`config.mk`:
```
export PLATFORM = sky130hd
export DESIGN_NAME = tlb_xlate
export DESIGN_NICKNAME = d
export VERILOG_FILES = /design/src/rtl/tlb_pkg.sv /design/src/rtl/tlb_match.sv /design/src/rtl/tlb_victim.sv /design/src/rtl/tlb_resp.sv /design/src/rtl/tlb_xlate.sv
export SDC_FILE = /design/constraint.sdc
export NUM_CORES = 2
export LEC_CHECK = 0
export BUFFER_PORTS_ARGS = -buffer_cell sky130_fd_sc_hd__clkbuf_2
export CAP_MARGIN = 20
export CORE_MARGIN = 5
export CORE_UTILIZATION = 55
export DETAILED_ROUTE_END_ITERATION = 8
export GPL_TIMING_DRIVEN = 0
export PLACE_DENSITY = 0.73
export SLEW_MARGIN = 20
export SYNTH_ARGS = -nofsm -noshare
export SYNTH_HDL_FRONTEND = slang
export SYNTH_SLANG_ARGS = --single-unit
```
`constraint.sdc`:
```
create_clock -name clk -period 7.5 [get_ports clk]
set_input_delay 1.5 -clock clk [delete_from_list [all_inputs] [get_ports clk]]
set_output_delay 1.5 -clock clk [all_outputs]
set_load 0.03 [all_outputs]
```
`src/rtl/tlb_pkg.sv`:
```
package tlb_pkg;

  typedef enum logic [1:0] {
    EXC_NONE   = 2'd0,
    EXC_PFAULT = 2'd1,
    EXC_PRIV   = 2'd2,
    EXC_WPROT  = 2'd3
  } exc_e;

  typedef enum logic [1:0] {
    ST_IDLE = 2'd0,
    ST_WALK = 2'd1,
    ST_SCAN = 2'd2
  } state_e;

  // Ordered permission check: missing page, then mode, then write protection.
  function automatic exc_e perm_check(input logic present, input logic kernel,
                                      input logic wprot, input logic user,
                                      input logic store);
    if (!present)             return EXC_PFAULT;
    else if (kernel && user)  return EXC_PRIV;
    else if (wprot && store)  return EXC_WPROT;
    else                      return EXC_NONE;
  endfunction

  // New {referenced, modified, changed} after a successful access.
  function automatic logic [2:0] touch(input logic r, input logic m,
                                       input logic c, input logic store);
    return {1'b1, m | store, c | ~r | (store & ~m)};
  endfunction

endpackage

```
`src/rtl/tlb_match.sv`:
```
module tlb_match #(
  parameter int ENTRIES = 8,
  parameter int VPN_W   = 36,
  parameter int IDX_W   = 3
) (
  input  logic [ENTRIES-1:0] valid,
  input  logic [VPN_W-1:0]   tags [ENTRIES],
  input  logic [VPN_W-1:0]   vpn,
  output logic [ENTRIES-1:0] hit_vec,
  output logic               hit,
  output logic [IDX_W-1:0]   hit_idx
);

  for (genvar g = 0; g < ENTRIES; g++) begin : g_cmp
    assign hit_vec[g] = valid[g] && (tags[g] == vpn);
  end

  always_comb begin
    hit_idx = '0;
    for (int i = ENTRIES - 1; i >= 0; i--)
      if (hit_vec[i]) hit_idx = IDX_W'(i);
  end

  assign hit = |hit_vec;

endmodule

```
`src/rtl/tlb_victim.sv`:
```
module tlb_victim #(
  parameter int ENTRIES = 8,
  parameter int IDX_W   = 3
) (
  input  logic               clk,
  input  logic               rst_n,
  input  logic [ENTRIES-1:0] valid,
  input  logic               take,
  output logic [IDX_W-1:0]   victim_idx,
  output logic               all_full
);

  localparam logic [IDX_W-1:0] LAST = IDX_W'(ENTRIES - 1);

  logic [IDX_W-1:0] rr_q;
  logic [IDX_W-1:0] free_idx;

  always_comb begin
    free_idx = '0;
    for (int i = ENTRIES - 1; i >= 0; i--)
      if (!valid[i]) free_idx = IDX_W'(i);
  end

  assign all_full   = &valid;
  assign victim_idx = all_full ? rr_q : free_idx;

  always_ff @(posedge clk or negedge rst_n) begin
    if (!rst_n)                rr_q <= '0;
    else if (take && all_full) rr_q <= (rr_q == LAST) ? '0 : rr_q + 1'b1;
  end

  assert_rr_range_R8: assert property (@(posedge clk) disable iff (!rst_n)
    rr_q <= LAST);

  // A victim taken from an empty slot never uses the pointer.
  assert_free_first_R8: assert property (@(posedge clk) disable iff (!rst_n)
    (take && !all_full) |=> $stable(rr_q));

endmodule

```
`src/rtl/tlb_resp.sv`:
```
module tlb_resp
  import tlb_pkg::*;
#(
  parameter int PFN_W     = 28,
  parameter int PAGE_BITS = 12
) (
  input  logic                       present,
  input  logic                       kernel,
  input  logic                       wprot,
  input  logic                       nocache,
  input  logic                       user,
  input  logic                       store,
  input  logic [PFN_W-1:0]           pfn,
  input  logic [PAGE_BITS-1:0]       ofs,
  output logic [1:0]                 exc,
  output logic                       ok,
  output logic [PFN_W+PAGE_BITS-1:0] pa,
  output logic                       nc_out
);

  exc_e code;

  assign code   = perm_check(present, kernel, wprot, user, store);
  assign exc    = code;
  assign ok     = (code == EXC_NONE);
  assign pa     = ok ? {pfn, ofs} : '0;
  assign nc_out = ok & nocache;

endmodule

```
`src/rtl/tlb_xlate.sv`:
```
module tlb_xlate
  import tlb_pkg::*;
#(
  parameter int VA_W      = 48,
  parameter int PA_W      = 40,
  parameter int PAGE_BITS = 12,
  parameter int ENTRIES   = 8
) (
  input  logic                      clk,
  input  logic                      rst_n,
  input  logic                      req_valid,
  input  logic                      req_store,
  input  logic                      req_user,
  input  logic [VA_W-1:0]           req_va,
  output logic                      rsp_valid,
  output logic [PA_W-1:0]           rsp_pa,
  output logic                      rsp_nocache,
  output logic [1:0]                rsp_exc,
  output logic                      busy,
  output logic                      walk_req,
  output logic [VA_W-PAGE_BITS-1:0] walk_vpn,
  input  logic                      walk_done,
  input  logic [PA_W-PAGE_BITS-1:0] walk_pfn,
  input  logic                      walk_present,
  input  logic                      walk_kernel,
  input  logic                      walk_wprot,
  input  logic                      walk_nocache,
  input  logic                      cmd_valid,
  input  logic [1:0]                cmd_op,
  input  logic [VA_W-1:0]           cmd_va,
  output logic                      wb_valid,
  output logic [VA_W-PAGE_BITS-1:0] wb_vpn,
  output logic                      wb_ref,
  output logic                      wb_mod
);

  localparam int VPN_W = VA_W - PAGE_BITS;
  localparam int PFN_W = PA_W - PAGE_BITS;
  localparam int IDX_W = (ENTRIES > 1) ? $clog2(ENTRIES) : 1;
  localparam logic [IDX_W-1:0] LAST = IDX_W'(ENTRIES - 1);

  // Entry storage
  logic [ENTRIES-1:0] v_q, k_q, wp_q, nc_q, r_q, m_q, c_q;
  logic [VPN_W-1:0]   tag_q [ENTRIES];
  logic [PFN_W-1:0]   pfn_q [ENTRIES];

  state_e st;
  logic [VPN_W-1:0]     hold_vpn;
  logic [PAGE_BITS-1:0] hold_ofs;
  logic                 hold_store, hold_user;
  logic [VPN_W-1:0]     cmd_vpn_q;
  logic                 cmd_all_q, cmd_flush_q;
  logic [IDX_W-1:0]     scan_idx;

  // Lookup
  logic [VPN_W-1:0]   req_vpn;
  logic [ENTRIES-1:0] hit_vec;
  logic               hit;
  logic [IDX_W-1:0]   hit_idx;

  assign req_vpn = req_va[VA_W-1:PAGE_BITS];

  tlb_match #(.ENTRIES(ENTRIES), .VPN_W(VPN_W), .IDX_W(IDX_W)) u_match (
    .valid(v_q), .tags(tag_q), .vpn(req_vpn),
    .hit_vec(hit_vec), .hit(hit), .hit_idx(hit_idx)
  );

  // Named events
  logic acc_fire, cmd_fire, hit_fire, miss_fire, fill_fire, install_fire;
  logic scan_sel, scan_wb, evict_wb, acc_ok;

  assign cmd_fire     = (st == ST_IDLE) && cmd_valid;
  assign acc_fire     = (st == ST_IDLE) && req_valid && !cmd_valid;
  assign hit_fire     = acc_fire && hit;
  assign miss_fire    = acc_fire && !hit;
  assign fill_fire    = (st == ST_WALK) && walk_done;
  assign install_fire = fill_fire && walk_present;

  // Victim choice
  logic [IDX_W-1:0] vic_idx;
  logic             vic_full;

  tlb_victim #(.ENTRIES(ENTRIES), .IDX_W(IDX_W)) u_victim (
    .clk(clk), .rst_n(rst_n), .valid(v_q), .take(install_fire),
    .victim_idx(vic_idx), .all_full(vic_full)
  );

  assign evict_wb = install_fire && v_q[vic_idx] && c_q[vic_idx];
  assign scan_sel = (st == ST_SCAN) && v_q[scan_idx] &&
                    (cmd_all_q || (tag_q[scan_idx] == cmd_vpn_q));
  assign scan_wb  = scan_sel && cmd_flush_q && c_q[scan_idx];

  // Shared response path: cached entry on a hit, walker data on a fill
  logic                 in_walk;
  logic [1:0]           r_exc;
  logic [PA_W-1:0]      r_pa;
  logic                 r_nc;
  logic                 cur_store, cur_user;

  assign in_walk   = (st == ST_WALK);
  assign cur_store = in_walk ? hold_store : req_store;
  assign cur_user  = in_walk ? hold_user  : req_user;

  tlb_resp #(.PFN_W(PFN_W), .PAGE_BITS(PAGE_BITS)) u_resp (
    .present (in_walk ? walk_present : 1'b1),
    .kernel  (in_walk ? walk_kernel  : k_q[hit_idx]),
    .wprot   (in_walk ? walk_wprot   : wp_q[hit_idx]),
    .nocache (in_walk ? walk_nocache : nc_q[hit_idx]),
    .user    (cur_user),
    .store   (cur_store),
    .pfn     (in_walk ? walk_pfn : pfn_q[hit_idx]),
    .ofs     (in_walk ? hold_ofs : req_va[PAGE_BITS-1:0]),
    .exc     (r_exc),
    .ok      (acc_ok),
    .pa      (r_pa),
    .nc_out  (r_nc)
  );

  assign busy     = (st != ST_IDLE);
  assign walk_vpn = hold_vpn;

  always_ff @(posedge clk or negedge rst_n) begin
    if (!rst_n) begin
      st          <= ST_IDLE;
      v_q         <= '0;
      k_q         <= '0;
      wp_q        <= '0;
      nc_q        <= '0;
      r_q         <= '0;
      m_q         <= '0;
      c_q         <= '0;
      for (int i = 0; i < ENTRIES; i++) begin
        tag_q[i] <= '0;
        pfn_q[i] <= '0;
      end
      hold_vpn    <= '0;
      hold_ofs    <= '0;
      hold_store  <= 1'b0;
      hold_user   <= 1'b0;
      cmd_vpn_q   <= '0;
      cmd_all_q   <= 1'b0;
      cmd_flush_q <= 1'b0;
      scan_idx    <= '0;
      rsp_valid   <= 1'b0;
      rsp_pa      <= '0;
      rsp_nocache <= 1'b0;
      rsp_exc     <= '0;
      walk_req    <= 1'b0;
      wb_valid    <= 1'b0;
      wb_vpn      <= '0;
      wb_ref      <= 1'b0;
      wb_mod      <= 1'b0;
    end else begin
      rsp_valid <= 1'b0;
      walk_req  <= 1'b0;
      wb_valid  <= 1'b0;
      case (st)
        ST_IDLE: begin
          if (cmd_fire) begin
            st          <= ST_SCAN;
            scan_idx    <= '0;
            cmd_vpn_q   <= cmd_va[VA_W-1:PAGE_BITS];
            cmd_all_q   <= cmd_op[0];
            cmd_flush_q <= cmd_op[1];
          end else if (hit_fire) begin
            rsp_valid   <= 1'b1;
            rsp_pa      <= r_pa;
            rsp_nocache <= r_nc;
            rsp_exc     <= r_exc;
            if (acc_ok)
              {r_q[hit_idx], m_q[hit_idx], c_q[hit_idx]} <=
                touch(r_q[hit_idx], m_q[hit_idx], c_q[hit_idx], req_store);
          end else if (miss_fire) begin
            walk_req   <= 1'b1;
            hold_vpn   <= req_vpn;
            hold_ofs   <= req_va[PAGE_BITS-1:0];
            hold_store <= req_store;
            hold_user  <= req_user;
            st         <= ST_WALK;
          end
        end
        ST_WALK: begin
          if (fill_fire) begin
            st          <= ST_IDLE;
            rsp_valid   <= 1'b1;
            rsp_pa      <= r_pa;
            rsp_nocache <= r_nc;
            rsp_exc     <= r_exc;
            if (evict_wb) begin
              wb_valid <= 1'b1;
              wb_vpn   <= tag_q[vic_idx];
              wb_ref   <= r_q[vic_idx];
              wb_mod   <= m_q[vic_idx];
            end
            if (install_fire) begin
              v_q[vic_idx]   <= 1'b1;
              tag_q[vic_idx] <= hold_vpn;
              pfn_q[vic_idx] <= walk_pfn;
              k_q[vic_idx]   <= walk_kernel;
              wp_q[vic_idx]  <= walk_wprot;
              nc_q[vic_idx]  <= walk_nocache;
              r_q[vic_idx]   <= acc_ok;
              m_q[vic_idx]   <= acc_ok & hold_store;
              c_q[vic_idx]   <= acc_ok;
            end
          end
        end
        ST_SCAN: begin
          if (scan_sel) begin
            v_q[scan_idx] <= 1'b0;
            c_q[scan_idx] <= 1'b0;
          end
          if (scan_wb) begin
            wb_valid <= 1'b1;
            wb_vpn   <= tag_q[scan_idx];
            wb_ref   <= r_q[scan_idx];
            wb_mod   <= m_q[scan_idx];
          end
          if (scan_idx == LAST) st <= ST_IDLE;
          else                  scan_idx <= scan_idx + 1'b1;
        end
        default: st <= ST_IDLE;
      endcase
    end
  end

  // Assertions
  assert_pf_no_pa_R2: assert property (@(posedge clk) disable iff (!rst_n)
    (rsp_valid && rsp_exc == EXC_PFAULT) |-> (rsp_pa == '0 && !rsp_nocache));

  assert_walk_pulse_R7: assert property (@(posedge clk) disable iff (!rst_n)
    walk_req |=> !walk_req);

  assert_walk_busy_R7: assert property (@(posedge clk) disable iff (!rst_n)
    walk_req |-> busy);

  assert_no_wb_on_hit_R6: assert property (@(posedge clk) disable iff (!rst_n)
    wb_valid |-> $past(st) != ST_IDLE);

  assert_inv_silent_R9: assert property (@(posedge clk) disable iff (!rst_n)
    (wb_valid && $past(st) == ST_SCAN) |-> $past(cmd_flush_q));

  assert_single_hit_R8: assert property (@(posedge clk) disable iff (!rst_n)
    $onehot0(hit_vec));

  assert_rsp_idle_R11: assert property (@(posedge clk) disable iff (!rst_n)
    rsp_valid |-> !busy);

  assert_no_status_on_fault_R5: assert property (@(posedge clk) disable iff (!rst_n)
    (hit_fire && !acc_ok) |=> ($stable(r_q) && $stable(m_q) && $stable(c_q)));

endmodule

```
Word-level counts from Yosys, hierarchy flattened
Cells that the tools add are included. Widths: inputs -> output; s select.

Register bits after elaboration: 748. Input bits: 137. Output and inout bits: 121. Word-level logic and storage cells: 303.

Add/sub/neg operators: 2. $lt $le $gt $ge: 10. Equal/unequal tests: 26. Muxes and demuxes: 155. Bitwise operators: 18. Reduce and logical (&&, ||, !) cells: 50.

Operators with widths (number): $eq 36x36->1 (9); $bwmux 288 (1); $mux 36 (8); $bwmux 224 (1); $bmux 36 s3 (2); $mux 40 (4); $mux 8 (19); $mux 28 (4); $demux 36 s3 (1); $bmux 28 s3 (1); $demux 28 s3 (1); $pmux 40 s2 (1); $pmux 36 s2 (1); $bwmux 8 (8); $mux 3 (20); $pmux 8 s2 (3); $bmux 1 s3 (14); $mux 1 (42); $logic_and 1x1->1 (28); $pmux 8 s3 (1); $mux 2 (11); $ne 2x2->1 const B (10); $reduce_and 4->1 (5); $and 8x8->8 (2); 33 further kinds (64).

Logic depth before layout (Yosys ltp)
Word-level depth: 23. Mapped depth: 17. Mapped depth without buffers: 12.

By module
From an unflattened synthesis, not the netlist that was laid out.

Cells, all modules: 3455. Area, all modules: 41116.9 µm².

By module, submodules not included: tlb_xlate (times used 1, cells an instance 2927, area an instance 36988.0 µm², seq. area each 18642.9 µm²); tlb_match (times used 1, cells an instance 448, area an instance 3488.3 µm², seq. area each 0.0 µm²); tlb_resp (times used 1, cells an instance 55, area an instance 370.4 µm², seq. area each 0.0 µm²); tlb_victim (times used 1, cells an instance 25, area an instance 270.3 µm², seq. area each 75.1 µm²).

Worst setup path after synthesis
OpenSTA, ideal clock, no wires.

Path type: input to register. Start point: input port req_va[19]. End point: register m_q[0]. Library setup time: 0.126 ns. Arrival: 4.583 ns. Data required time: 7.374 ns. Setup slack: 2.791 ns. Stages: 16. Buffers on the path: 4. Cell sequence: buf_4 xor2_1 nor4_1 nand4_1 or4_1 buf_2 nand4_2 buf_6 nor2_1 nor2_4 o22ai_1 a21oi_1 nand2_1 and2_1 buf_6 o32a_1.

Word-level cells in the longest chain between the ends: 23. Elaborated cells between the ends (all ways): 58. Classes of those cells: order compare: 2; eq/ne: 10; mux: 29; bitwise: 2; reduce/logical: 15.

RTL lines: start: declaration (line tlb_xlate.sv:14) `input logic [VA_W-1:0] req_va,`; $eq 36x36->1 (line tlb_match.sv:15) `assign hit_vec[g] = valid[g] && (tags[g] == vpn);`; $logic_and 1x1->1 (line tlb_match.sv:15); $mux 3 (8 in a row) (line tlb_match.sv:21) `if (hit_vec[i]) hit_idx = IDX_W'(i);`; $bmux 1 s3 (line tlb_xlate.sv:107) `.wprot (in_walk ? walk_wprot : wp_q[hit_idx]),`; $mux 1 (not written as such) (line tlb_xlate.sv:107); $mux 1 (line tlb_xlate.sv:107); $logic_and 1x1->1 (line tlb_pkg.sv:22) `else if (wprot && store) return EXC_WPROT;`; $mux 2 (line tlb_pkg.sv:22); $mux 2 (line tlb_pkg.sv:21) `else if (kernel && user) return EXC_PRIV;`; $mux 2 (line tlb_pkg.sv:20) `if (!present) return EXC_PFAULT;`; $logic_not 2->1 (line tlb_resp.sv:25) `assign ok = (code == EXC_NONE);`; $and 1x1->1 (line tlb_xlate.sv:203) `m_q[vic_idx] <= acc_ok & hold_store;`; $bwmux 8 (line tlb_xlate.sv:203); $mux 8 (line tlb_xlate.sv:195) `if (install_fire) begin`; $mux 8 (line tlb_xlate.sv:183) `if (fill_fire) begin`; $pmux 8 s2 (line tlb_xlate.sv:157) `case (st)`; end signal: indexed assignment (line tlb_xlate.sv:171) `{r_q[hit_idx], m_q[hit_idx], c_q[hit_idx]} <=`; end signal: indexed assignment (line tlb_xlate.sv:203); end: declaration (line tlb_xlate.sv:43) `logic [ENTRIES-1:0] v_q, k_q, wp_q, nc_q, r_q, m_q, c_q;`.

Several ways; a longest one is shown, not always the timed one. The select of a mux whose other input is x is not followed. A chain may end at the register's enable or synchronous reset.

Worst setup path in the final report
Start point: register scan_idx[0]. End point: register wb_vpn[31].

Word-level cells in the longest chain between the ends: 11. Elaborated cells between the ends (all ways): 18. Classes of those cells: eq/ne: 2; mux: 9; bitwise: 1; reduce/logical: 6.

RTL lines: start: declaration (line tlb_xlate.sv:53) `logic [IDX_W-1:0] scan_idx;`; start signal: assignment (line tlb_xlate.sv:220) `else scan_idx <= scan_idx + 1'b1;`; $not 3->4 (not written as such) (line tlb_xlate.sv:90, tlb_xlate.sv:215); $bmux 36 s3 (line tlb_xlate.sv:90, tlb_xlate.sv:215); $mux 36 (not written as such) (2 in a row) (line tlb_xlate.sv:90, tlb_xlate.sv:215); $eq 36x36->1 (line tlb_xlate.sv:90) `(cmd_all_q || (tag_q[scan_idx] == cmd_vpn_q));`; $logic_or 1x1->1 (line tlb_xlate.sv:90); $logic_and 1x1->1 (line tlb_xlate.sv:89) `assign scan_sel = (st == ST_SCAN) && v_q[scan_idx] &&`; $logic_and 1x1->1 (2 in a row) (line tlb_xlate.sv:91) `assign scan_wb = scan_sel && cmd_flush_q && c_q[scan_idx];`; $ne 2x2->1 (no line); $reduce_and 4->1 (no line); end signal: assignment (line tlb_xlate.sv:191) `wb_vpn <= tag_q[vic_idx];`; end signal: assignment (line tlb_xlate.sv:215) `wb_vpn <= tag_q[scan_idx];`; end: declaration (line tlb_xlate.sv:32) `output logic [VA_W-PAGE_BITS-1:0] wb_vpn,`.

Several ways; a longest one is shown, not always the timed one. The select of a mux whose other input is x is not followed.

==> flow_summary.rst <==
.. list-table::
   :header-rows: 1

   * - Metric
     - Value
   * - Fraction of synthesized cell area taken by the top area cell type
     - 0.464
   * - Horizontal die dimension
     - 281 µm
   * - Commonest non-fill, non-tap cells in the layout
     - dfrtp_1 (748), mux2_2 (746), nand2_1 (328)
   * - Category of the worst setup path capture point
     - register
   * - Antenna-violating nets left
     - 0
   * - Clock input transition at the sequential cells of the worst setup and hold paths
     - 0.06 ns
   * - Final Routed Wirelength
     - 201000 µm
   * - Netlist area before placement
     - 40400 µm²
   * - Kind of critical path
     - reg2reg
   * - Die Footprint
     - 78900 µm²
   * - Number of clock buffers inserted by TritonCTS
     - 82
   * - Clk sinks
     - approximately 750
   * - Arrival time at the worst endpoint
     - 7.62 ns
   * - RSZ-0062 raised after global routing
     - no
   * - FP Rows
     - 99
   * - Reg2Reg Depth
     - 16
   * - Ratio of final minimum period to clock period
     - 0.947
   * - Cell breakdown of the critical path
     - clkbuf_1 -> nor2b_1 -> clkbuf_1 -> clkbuf_2 -> a221oi_1 -> a21oi_1 -> xnor2_1 -> nor4_1 -> nand4_1 -> nor2_1 -> o21ai_0 -> a211o_1 -> a22oi_1 -> buf_4 -> buf_4 -> mux2_2
   * - Count of pins over their slew limit
     - 0
   * - Final Setup Violations
     - 0
   * - Clock root buffer
     - clkbuf_16
   * - Routability congestion estimate from global placement
     - 1.20
   * - Largest fanout on the critical path
     - 10
   * - Maximum level of the CTS H-tree
     - 3
   * - Most instantiated flip-flop cell in the synthesis netlist
     - dfrtp_1
   * - Hold Buf Count CTS
     - 0
   * - Worst rel slew slack
     - 0.0425
   * - Peak clock frequency supported by timing
     - 0.141 GHz
   * - Ranking of synthesized cells by area
     - dfrtp_1 (46%), mux2_2 (21%), xor2_1 (5.1%)
   * - Filler Cells Inserted
     - 5916
   * - Number of flops mapped to enable cells by yosys
     - 0
   * - Post-route DRC
     - 0
   * - Count of state elements after synthesis
     - 748
   * - Sort of element at the start of the critical path
     - register
   * - Detailed Route Iter0 Violations
     - 5773
   * - Gate count of the mapped netlist
     - about 3600
   * - Overflow left after global routing
     - 0
   * - Clock latency of the later-clocked register in the worst-skew pair
     - 0.68 ns
   * - Core Util, Final
     - 0.634
   * - FF-to-FF End
     - wb_vpn[31]
   * - Deepest clock path buffer count
     - 3
   * - Overall power after layout
     - 21.0 mW
   * - Startpoint of the worst hold path
     - rsp_pa[38]
   * - Status
     - completed
   * - Post-detailed-placement half-perimeter wirelength
     - around 140000 µm
   * - Worst voltage drop across the vdd grid
     - 0.332 mV
   * - Final nets
     - 4069
   * - Routed length per instance
     - just over 40 µm
   * - Largest area contributor in the synthesized netlist
     - dfrtp_1
   * - Number of buffers inserted by port buffering
     - about 210
   * - CTS tree
     - done
   * - Setup slack of the worst register-to-register path
     - between 0.3 and 0.4 ns
   * - Count of instances resized after the clock tree is built
     - 0
   * - Area of the core region
     - 72800 µm²
   * - Maximum number of pins on one net before global-route repair
     - 93
   * - Hold EP
     - rsp_pa[38]
   * - Worst hold-check path type
     - reg2reg
   * - Mean number of vias per cell
     - 7.22
   * - Postcts setup bufs
     - 0
   * - Distinct cells, synth
     - 81
   * - Critical Path Slowest Stage Cell
     - a221oi_1
   * - Reg2reg start
     - scan_idx[0]
   * - Initial antenna violation count
     - 13
   * - Net count of the mapped netlist
     - around 3700
   * - Layout-stage area growth over the synthesis result
     - 14.3%
   * - Worst Max-Slew Pin Slew
     - approximately 1.4 ns
   * - Final-report hold violation count
     - 0
   * - Vias in the first global route
     - 34600
   * - Proportion of synthesized chip area in sequential cells
     - 0.464
   * - Fraction of final layout cells sized beyond drive strength 1
     - 0.324
   * - Ports placed on the boundary
     - 258
   * - Mean Syn Cell Area
     - 11.2 µm²
   * - Critical path's largest stage delay
     - 1.20 ns
   * - Number of max-cap violations
     - 0
   * - Clock skew
     - 0.0456 ns
   * - Static power due to leakage
     - around 21 nW
   * - Initial Util
     - 0.554
   * - Worst EP required
     - approximately 8.0 ns
   * - Post-synth ARST share
     - 1.00
   * - Most common cell after layout, fill and taps aside
     - dfrtp_1
   * - DRT Pass-1 Iters
     - 9
   * - Global-route usage over all layers
     - 0.496
   * - Setup TNS Final
     - 0 ns
   * - Die Y
     - 281 µm
   * - Wire length of the first global-routing pass
     - 275000 µm
   * - Power density normalized to cell area
     - between 400 and 500 nW/µm²
   * - Total number of yosys warnings
     - 0
   * - Total vias in the final route
     - 35800
   * - Final critical-path required period
     - approximately 7 ns
   * - Number of cells on the worst hold path
     - 2
## synth_stat cells, drive strengths merged, types with 13 or more instances
cell type / n
dfrtp: 748
mux2: 746
nand2: 328
xor2: 233
a21oi: 219
clkbuf: 151
o21ai: 115
buf: 112
nor2: 108
xnor2: 90
mux2i: 85
o22ai: 68
nor4: 66
nor3: 47
nand3: 45
a221oi: 44
a22oi: 38
nand4: 34
inv: 26
o221ai: 25
o31ai: 24
a221o: 19
a22o: 19
a211oi: 18
mux4: 16
a311oi: 15
o22a: 15
and3: 14
a31oi: 13
## state kept, by name, summed over array words and instances, names as in the netlist, 12 cells and up
name and count:
tag_q 288, pfn_q 224, rsp_pa 40, cmd_vpn_q 36, walk_vpn 36, wb_vpn 36, hold_ofs 12
## stage by stage
| stage | hold WS, ns | setup slack [ns] | area, µm² | std cells |
|---|---|---|---|---|
| floorplan | 0.471 | 2.79 | 40400 | 3597 |
| global placement | 0.463 | -13.10 | 42600 | 4765 |
| detailed placement | 0.469 | 0.552 | 43100 | 4793 |
| CTS | 0.482 | 1.03 | 46000 | 4942 |
| global route | 0.508 | 0.745 | 46100 | 4949 |
| finish | 0.478 | 0.397 | 46100 | 4958 |
## area by class of cell
type / instances / area (µm²) / share of cell area
clock buffers: 117 / 2370 / 0.0514
plain buffers: 263 / 1240 / 0.0269
diodes: 10 / 25.0 / 0.000542
clock inverters: 32 / 524 / 0.0114
inverters: 28 / 105 / 0.00228
well taps: 959 / 1200 / 0.0260
repair buffers: 243 / 1520 / 0.0329
flip-flops and latches: 748 / 18700 / 0.406
multi-input cells: 2558 / 20400 / 0.443
## layer usage
layer	up-vias	global-route usage	wire length (µm)
li1	13800	-	-
met1	17800	0.589	69400
met2	3065	0.708	83100
met3	1121	0.188	24700
met4	6	0.424	23300
met5	-	0.00305	37
## worst max path at each step
| stage | start | end | slack, ns | cells after the start |
|---|---|---|---|---|
| 2_1_floorplan | req_va[19] | m_q[0] | 2.79 | 16 |
| 3_3_place_gp | rst_n | pfn_q[39] | -13.10 | 1 |
| 3_5_place_dp | req_va[14] | rsp_pa[35] | 0.55 | 13 |
| 4_1_cts | scan_idx[0] | wb_vpn[31] | 1.03 | 16 |
| 5_1_grt | scan_idx[0] | wb_vpn[29] | 0.75 | 16 |
| 6_report | scan_idx[0] | wb_vpn[31] | 0.40 | 16 |
## report_power, final
group / total [mW] / leakage (nW) / internal [mW] / switching, mW
Combinational: 9.94 / 9.66 / 3.01 / 6.93
Sequential: 6.75 / 10.0 / 5.23 / 1.51
Clock: 4.35 / 1.42 / 2.54 / 1.81
Total: 21.0 / 21.1 / 10.8 / 10.2
## worst max-delay path, delay by kind of cell (launching register included)
| kind | cells | cell delay, ns |
|---|---|---|
| buffers and inverters | 5 | 2.42 |
| AO/OA/AOI/OAI | 5 | 2.39 |
| AND/OR/NAND/NOR | 4 | 1.08 |
| multiplexers | 1 | 0.37 |
| flip-flops | 1 | 0.35 |
| XOR/XNOR | 1 | 0.30 |
## kinds of logic (layout without fill, tap and decap cells)
kind of cell | Yosys count | after routing | synth area share
XOR/XNOR | 323 | 323 | 0.0701
other | 0 | 10 | 0
AND/OR/NAND/NOR | 687 | 687 | 0.0780
multiplexers | 847 | 847 | 0.238
adder cells (fa/ha/maj) | 8 | 8 | 0.00248
flip-flops | 748 | 748 | 0.464
buffers and inverters | 291 | 683 | 0.0325
AO/OA/AOI/OAI | 693 | 693 | 0.115
Power figures use the tool's default switching activity.
